### config.mk
export PLATFORM = sky130hd
export DESIGN_NAME = sdac_rx
export DESIGN_NICKNAME = d
export VERILOG_FILES = /design/src/rtl/sdac_pkg.sv /design/src/rtl/sdac_sync.sv /design/src/rtl/sdac_shift.sv /design/src/rtl/sdac_out.sv /design/src/rtl/sdac_rx.sv
export SDC_FILE = /design/constraint.sdc
export NUM_CORES = 1
export LEC_CHECK = 0
export BUFFER_PORTS_ARGS = -buffer_cell sky130_fd_sc_hd__buf_2
export CORE_MARGIN = 2
export CORE_UTILIZATION = 56
export DETAILED_ROUTE_END_ITERATION = 8
export HOLD_SLACK_MARGIN = 0.05
export PLACE_DENSITY = 0.77
export SETUP_SLACK_MARGIN = 0.05
export SKIP_CTS_REPAIR_TIMING = 1
export SLEW_MARGIN = 25
export SYNTH_ARGS = -nofsm -noshare
export SYNTH_HDL_FRONTEND = slang
export SYNTH_SLANG_ARGS = --single-unit
### constraint.sdc
create_clock -name clk -period 1.9 [get_ports clk]
set_input_delay 0.095 -clock clk [delete_from_list [all_inputs] [get_ports clk]]
set_output_delay 0.095 -clock clk [all_outputs]
set_load 0.1 [all_outputs]
### src/rtl/sdac_pkg.sv
`timescale 1ns/1ps
// Package: shared widths and encodings for the serial DAC word receiver.
// Assumes one fixed word layout: control field on top, code field at the bottom.
package sdac_pkg;
    localparam int WORD_W = 16;
    localparam int CODE_W = 12;
    localparam int CTRL_W = 2;
    localparam int CNT_W  = $clog2(WORD_W + 1);

    // Meaning of the control field at the top of the word
    typedef enum logic [CTRL_W-1:0] {
        CTL_HOLD_A = 2'b00,
        CTL_HOLD_B = 2'b01,
        CTL_FALL   = 2'b10,
        CTL_RISE   = 2'b11
    } ctl_e;
endpackage

### src/rtl/sdac_sync.sv
`timescale 1ns/1ps
// Module: sdac_sync
// Brings N asynchronous inputs into the clk domain through a STAGES-deep flop
// chain, then flags rising and falling transitions of the synchronized level.
// Assumes each input holds every level for at least STAGES+1 clk cycles.
module sdac_sync #(
    parameter int          N       = 3,
    parameter int          STAGES  = 2,
    parameter logic [N-1:0] RST_VAL = '0
) (
    input  logic         clk,
    input  logic         rst_n,
    input  logic [N-1:0] din,
    output logic [N-1:0] lvl,
    output logic [N-1:0] rise,
    output logic [N-1:0] fall
);
    for (genvar g = 0; g < N; g++) begin : g_bit
        logic [STAGES:0] chain_q;

        // Purpose: shift the raw input through the synchronizer plus one history flop
        always_ff @(posedge clk) begin
            if (!rst_n) chain_q <= {(STAGES+1){RST_VAL[g]}};
            else        chain_q <= {chain_q[STAGES-1:0], din[g]};
        end

        assign lvl[g]  = chain_q[STAGES-1];
        assign rise[g] = chain_q[STAGES-1] & ~chain_q[STAGES];
        assign fall[g] = ~chain_q[STAGES-1] & chain_q[STAGES];
    end
endmodule

### src/rtl/sdac_shift.sv
`timescale 1ns/1ps
// Module: sdac_shift
// Counts and shifts in the serial bits of one frame on the selected bit-clock
// edge. It reports a complete frame when the frame strobe rises after a full word.
// Assumes the edge pulses and levels come from sdac_sync, so all are in the clk domain.
module sdac_shift
    import sdac_pkg::*;
(
    input  logic              clk,
    input  logic              rst_n,
    input  logic              frm_lvl,     // synchronized sync_n level
    input  logic              frm_rise,
    input  logic              frm_fall,
    input  logic              bclk_rise,
    input  logic              bclk_fall,
    input  logic              bit_lvl,
    input  logic              edge_rise,   // 1: capture on rising edge
    output logic [WORD_W-1:0] word_o,
    output logic              done_o
);
    localparam logic [CNT_W-1:0] FULL = CNT_W'(WORD_W);

    logic [CNT_W-1:0]  cnt_q;
    logic [WORD_W-1:0] sreg_q;
    logic              cap;
    logic              full;

    assign cap  = edge_rise ? bclk_rise : bclk_fall;
    assign full = (cnt_q == FULL);

    // Purpose: count captured bits; restart when a new frame opens
    always_ff @(posedge clk) begin
        if (!rst_n)                       cnt_q <= '0;
        else if (frm_fall)                cnt_q <= '0;
        else if (!frm_lvl && cap && !full) cnt_q <= cnt_q + 1'b1;
    end

    // Purpose: shift one bit in, MSB first, on each accepted capture edge
    always_ff @(posedge clk) begin
        if (!rst_n)                                   sreg_q <= '0;
        else if (!frm_fall && !frm_lvl && cap && !full) sreg_q <= {sreg_q[WORD_W-2:0], bit_lvl};
    end

    assign word_o = sreg_q;
    assign done_o = frm_rise && full;

    // the bit count never exceeds one word
    a_r6_count_bound: assert property (@(posedge clk) disable iff (!rst_n)
        cnt_q <= FULL);

    // once a word is complete inside an open frame, the shift register holds
    a_r7_hold_when_full: assert property (@(posedge clk) disable iff (!rst_n)
        (full && !frm_lvl) |=> $stable(sreg_q));

    // a frame is never reported complete while the strobe is still low
    a_r6_done_on_close: assert property (@(posedge clk) disable iff (!rst_n)
        done_o |-> frm_lvl);
endmodule

### src/rtl/sdac_out.sv
`timescale 1ns/1ps
// Module: sdac_out
// Holds the parallel DAC code and the capture edge setting. Both load from a
// completed word in one cycle, and a one-cycle update pulse marks the load.
// Assumes done_i is a single-cycle pulse and word_i is stable while it is high.
module sdac_out
    import sdac_pkg::*;
(
    input  logic              clk,
    input  logic              rst_n,
    input  logic              done_i,
    input  logic [WORD_W-1:0] word_i,
    output logic [CODE_W-1:0] code_o,
    output logic              upd_o,
    output logic              edge_rise_o
);
    ctl_e ctl;
    assign ctl = ctl_e'(word_i[WORD_W-1 -: CTRL_W]);

    // Purpose: load the code field and raise the update pulse on a completed frame
    always_ff @(posedge clk) begin
        if (!rst_n) begin
            code_o <= '0;
            upd_o  <= 1'b0;
        end else begin
            upd_o <= done_i;
            if (done_i) code_o <= word_i[CODE_W-1:0];
        end
    end

    // Purpose: apply the edge-select control field of a completed frame
    always_ff @(posedge clk) begin
        if (!rst_n) begin
            edge_rise_o <= 1'b0;
        end else if (done_i) begin
            case (ctl)
                CTL_RISE: edge_rise_o <= 1'b1;
                CTL_FALL: edge_rise_o <= 1'b0;
                default:  edge_rise_o <= edge_rise_o;
            endcase
        end
    end

    // the update pulse lasts exactly one cycle
    a_r8_single_pulse: assert property (@(posedge clk) disable iff (!rst_n)
        upd_o |=> !upd_o);

    // the code register changes only together with the update pulse
    a_r5_code_on_update: assert property (@(posedge clk) disable iff (!rst_n)
        (code_o != $past(code_o)) |-> upd_o);

    // the edge setting changes only together with the update pulse
    a_r9_edge_on_update: assert property (@(posedge clk) disable iff (!rst_n)
        (edge_rise_o != $past(edge_rise_o)) |-> upd_o);
endmodule

### src/rtl/sdac_rx.sv
`timescale 1ns/1ps
// Module: sdac_rx (top)
// Slave receiver for a three-wire serial DAC link. It synchronizes the link into
// clk, shifts in one 16-bit word per frame and loads the DAC code and edge setting
// when the frame closes.
// Assumes clk is fast enough that every sclk and sync_n level lasts several clk cycles.
module sdac_rx
    import sdac_pkg::*;
#(
    parameter int SYNC_STAGES = 2
) (
    input  logic              clk,
    input  logic              rst_n,
    input  logic              sync_n,
    input  logic              sclk,
    input  logic              sdin,
    output logic [CODE_W-1:0] dac_code,
    output logic              dac_upd,
    output logic              cap_rise
);
    localparam int NSIG = 3;   // [0] frame strobe, [1] bit clock, [2] data

    logic [NSIG-1:0]   s_lvl, s_rise, s_fall;
    logic [1:0]        data_edges_unused;
    logic [WORD_W-1:0] word;
    logic              done;

    assign data_edges_unused = {s_rise[2], s_fall[2]};

    sdac_sync #(
        .N      (NSIG),
        .STAGES (SYNC_STAGES),
        .RST_VAL(3'b011)
    ) u_sync (
        .clk  (clk),
        .rst_n(rst_n),
        .din  ({sdin, sclk, sync_n}),
        .lvl  (s_lvl),
        .rise (s_rise),
        .fall (s_fall)
    );

    sdac_shift u_shift (
        .clk      (clk),
        .rst_n    (rst_n),
        .frm_lvl  (s_lvl[0]),
        .frm_rise (s_rise[0]),
        .frm_fall (s_fall[0]),
        .bclk_rise(s_rise[1]),
        .bclk_fall(s_fall[1]),
        .bit_lvl  (s_lvl[2]),
        .edge_rise(cap_rise),
        .word_o   (word),
        .done_o   (done)
    );

    sdac_out u_out (
        .clk        (clk),
        .rst_n      (rst_n),
        .done_i     (done),
        .word_i     (word),
        .code_o     (dac_code),
        .upd_o      (dac_upd),
        .edge_rise_o(cap_rise)
    );

    // a completed frame is followed by an update pulse on the next cycle
    a_r8_done_gives_update: assert property (@(posedge clk) disable iff (!rst_n)
        done |=> dac_upd);
endmodule

# Yosys cells after proc, flatten, opt, wreduce, memory -nomap -nowiden
# Cells that the tools add are included.
# op_classes
add_sub_neg	1
eq_ne	3
mux	2
bitwise	9
n_reduce_logical	12
# ops
cell	n
logical AND 1 bit	6
adder 5 x 1 -> 5 bit, second input constant	1
equality test 5 bit, second input constant	1
inverter 1 bit	5
bitwise AND 1 bit	4
equality test 2 bit, second input constant	2
zero test 1 bit	3
case mux 1 bit (2 select lines)	1
AND reduction 2 bit	1
nonzero test 2 bit	1
OR reduction 2 bit	1
2-to-1 mux 1 bit	1
# totals
ff_bits	43
input_bits	5
out_inout_bits	14
elab_cells	35

# Depth between registers and ports, before layout
# logic_depth
ltp_word	6
ltp_mapped	8
ltp_nobuf	6

# By module
# A second synthesis with hierarchy kept.
# hier_totals
cells_unflattened	158
area_unflattened_um2	1711.6
# by_module_without_submodules
mod	instances	cells_each	area_each_um2	seq_area_each_um2
sdac_shift	1	85	874.6	420.4
sdac_out	1	46	540.5	280.3
sdac_sync	1	27	296.5	180.2

# Worst setup path after synthesis
# OpenSTA, ideal clock, no wires.
# synth_path
path_kind	flip-flop to flip-flop
from	register u_out.edge_rise_o
to	register u_shift.sreg_q[14] (netlist: u_shift.word_o[14])
setup_time_ns	0.120
t_arrival_ns	1.988
required_time_ns	1.780
slack_ns	-0.208
stages_incl_launch_ff	7
n_path_buf	2
period_less_slack_ns	2.108
cell_sequence	dfxtp_1 and3b_1 o21ai_1 or3_1 buf_6 buf_12 mux2i_1
# synth_between
elab_chain_len	3
# synth_rtl
item	line	rtl
start, declared	sdac_out.sv:15	output logic edge_rise_o
start signal, assigned	sdac_out.sv:39	default: edge_rise_o <= edge_rise_o;
2-to-1 mux 1 bit	sdac_shift.sv:28	assign cap = edge_rise ? bclk_rise : bclk_fall;
logical AND 1 bit (2 in series)	sdac_shift.sv:41	else if (!frm_fall && !frm_lvl && cap && !full) sreg_q <= {sreg_q[WORD_W-2:0], bit_lvl};
end signal, assigned	sdac_shift.sv:41	
end, declared	sdac_shift.sv:24	logic [WORD_W-1:0] sreg_q;
# Every way passes these cells.
# A chain may end at the register's enable or synchronous reset.

# Worst setup path after layout
# layout_path
from	register u_shift.cnt_q[0]
to	register u_shift.sreg_q[12] (netlist: u_shift.word_o[12])
# layout_between
elab_chain_len	3
# layout_rtl
item	line	rtl
start, declared	sdac_shift.sv:23	logic [CNT_W-1:0] cnt_q;
start signal, assigned	sdac_shift.sv:35	else if (!frm_lvl && cap && !full) cnt_q <= cnt_q + 1'b1;
equality test 5 bit	sdac_shift.sv:29	assign full = (cnt_q == FULL);
zero test 1 bit	sdac_shift.sv:41	
logical AND 1 bit	sdac_shift.sv:41	
# Every way passes these cells.

==> summary.txt <==
Global route
  • Global-route wire length before repair: 4460 µm
  • Antenna violations before repair: 0
  • Gr ovfl total: 0
  • Tot GR Track Use: 0.178
  • Vias in the first global route: 1053
  • Maximum number of pins on one net before global-route repair: 32

Route
  • Routed Antenna Nets: 0
  • DRT Pass-1 Iters: 4
  • Initial drt markers: 58
  • Vias: 1167
  • Routed Wire Length: 2730 µm
  • Routed wire per std cell: 12.3 µm
  • DRC viols: 0
  • Via density: 5.26

Synthesis
  • Synth async-reset ratio: 0
  • Post-synth EDFFs: 0
  • Share of the synthesized area in the top cell type: 0.533
  • Post-synth top flop: dfxtp_1
  • Synthesized instance count: 167
  • Mean Syn Cell Area: 9.66 µm²
  • Post-Syn Area: 1610 µm²
  • Post-synthesis sequential area ratio: 0.533
  • Synth cell types: 25
  • Post-synth net total: 174
  • Yosys warnings: 0
  • Synth area leaders: dfxtp_1 53%, nand2_1 11%, mux2i_1 11%, a21boi_0 6.0%, nand2b_1 1.9%
  • Top-count cell post-synth: nand2_1
  • Cell taking the most area after synthesis: dfxtp_1
  • Synth top cells by count: 47 x nand2_1, 43 x dfxtp_1, 17 x mux2i_1, 13 x a21boi_0, 6 x clkbuf_1
  • FF+latch count, synth: 43

Timing
  • RSZ-0062 raised after global routing: no
  • Shortest period the worst path allows: 1.75 ns
  • Sum Neg Setup Slack: 0 ns
  • Final setup viols: 0
  • Hold_ws: 0.423 ns
  • Setup ws final: 0.148 ns
  • FMAX: 571 MHz
  • Worst rel slew slack: 0.630
  • Clk_skew: 0.00813 ns
  • Max Slew Vio Count: 0
  • Worst slew pin tran: 0.550 ns
  • Final Hold Vio Count: 0
  • Post-route clock period utilization: 0.922

Worst setup path
  • Req. time, crit path: 2.14 ns
  • CP startpoint kind: flop
  • Critical Path Sink Type: flop
  • Setup Crit Path Kind: reg -> reg
  • FF-to-FF Start: u_shift.cnt_q[0]
  • Crit-path max FO: 16
  • Worst reg2reg setup slack: 0.15 ns
  • Crit path from: u_shift.cnt_q[0]
  • Worst Path Arrival: 1.99 ns

Placed design
  • Port-buffer cells: 18
  • Final RePlAce weighted congestion: 0.750
  • Placement Setup Slack: 0.168 ns
  • Hpwl dp: 1820 µm
  • Post-Place Cell Area: 1700 µm²

Run
  • Max-capacitance violation count: 0

Final layout
  • Layout area overhead: 13.3%
  • Final instance area: 1830 µm²
  • Filler cell count in the final layout: 237
  • Multi-input gate area: 674 µm²
  • Seq. cell area: 862 µm²
  • Layout cells sized above 1: 0.168
  • ANT cells: 0
  • Final #Nets: 197

Pwr
  • Peak supply drop: 640 µV
  • LEAKAGE: 0.824 nW
  • Total power: 1.44 mW
  • Power per cell area: 790 nW/µm²

Die
  • Row count: 19
  • Chip Height: 57.7 µm
  • I/O pins: 19
  • CORE AREA: 2760 µm²
  • Die Wd: 57.7 µm
  • Die Footprint: 3330 µm²
  • Starting Density: 0.585

Clocking
  • Clock Latency Late Sink: 0.35 ns
  • Clock Tree Buf Depth: 2
  • CTS clk-pin slew, worst paths: 0.11 ns
  • CTS tree: yes
  • Num Clock Sinks: 43
  • H-tree levels: 2
  • Clock root cell: clkbuf_4
  • CTS buffer count: 5

Min path
  • Hold Startpoint: u_sync.g_bit[0].chain_q[0]
  • Hold Path Class: reg -> reg

Outcome
  • Status: finished clean
-- sequential cells by signal (all words and copies together) (netlist names) --
name                  cells
u_out.code_o             12
u_out.edge_rise_o         1
u_out.upd_o               1
u_shift.cnt_q             5
u_shift.word_o           16
u_sync.g_bit.chain_q      8
-- logic make-up after synthesis --
family	count (synthesis)	synth area share
compound gates	23	0.0977
flops	43	0.533
buf+inv	15	0.0512
simple gates	67	0.197
mux	17	0.105
fa+ha+maj	2	0.0155
-- per-stage QoR --
step,util,instances
final,0.663,222
after global routing,0.663,222
after CTS,0.640,216
after detailed placement,0.615,208
after global placement,0.615,208
after floorplan,-,167
-- power by group --
group / leakage, nW / internal, mW / total [mW] / switching, mW
combinational: 0.437 / 0.0209 / 0.0413 / 0.0204
clock: 0.0386 / 0.218 / 0.492 / 0.274
sequential: 0.348 / 0.908 / 0.912 / 0.00329
-- worst paths after layout --
path / end / depth (start not counted)
setup / recovery: u_shift.word_o[12] / 6
hold / removal: u_sync.g_bit[0].chain_q[1] / 1
setup reg to reg: u_shift.word_o[12] / 6
hold reg to reg: u_sync.g_bit[0].chain_q[1] / 1
-- cells in the final DEF (no fill, tap or decap) --
| master | count |
|---|---|
| o31ai_1 | 1 |
| nand2_1 | 47 |
| a21oi_1 | 2 |
| dfxtp_2 | 1 |
| clkbuf_4 | 5 |
| mux2i_1 | 17 |
| and3_2 | 1 |
| inv_1 | 5 |
| nand3_1 | 3 |
| nor3b_1 | 1 |
| or4_1 | 3 |
| o21ai_0 | 3 |
| dfxtp_1 | 42 |
| buf_4 | 2 |
| o21ai_2 | 1 |
| o211ai_1 | 3 |
| or3_2 | 1 |
| clkbuf_8 | 2 |
| buf_2 | 18 |
| dlygate4sd3_1 | 6 |
| ha_1 | 2 |
| clkbuf_1 | 1 |
| and4bb_4 | 1 |
| or3_1 | 1 |
| nand2b_1 | 5 |
| and2_1 | 3 |
| and3b_1 | 1 |
| a21boi_0 | 13 |
-- critical path: stages (launching register included) --
cell      delay, ns
dfxtp_1        0.42
inv_1          0.07
ha_1           0.20
and4bb_4       0.23
or3_1          0.34
buf_4          0.23
mux2i_1        0.14
-- per-layer routing --
layer  routed length, µm  global-route usage
met5                   0                   0
met1                1300               0.220
met2                1270               0.279
met4                  69               0.110
met3                  88              0.0469
-- cell type report --
class	count	area share
sequential	43	0.472
multi-input combinational	109	0.369
timing repair buffer	26	0.0903
clock buffer	8	0.0376
tap	31	0.0212
inverter	5	0.0103
Note: power is estimated with default switching activity, not from simulation.
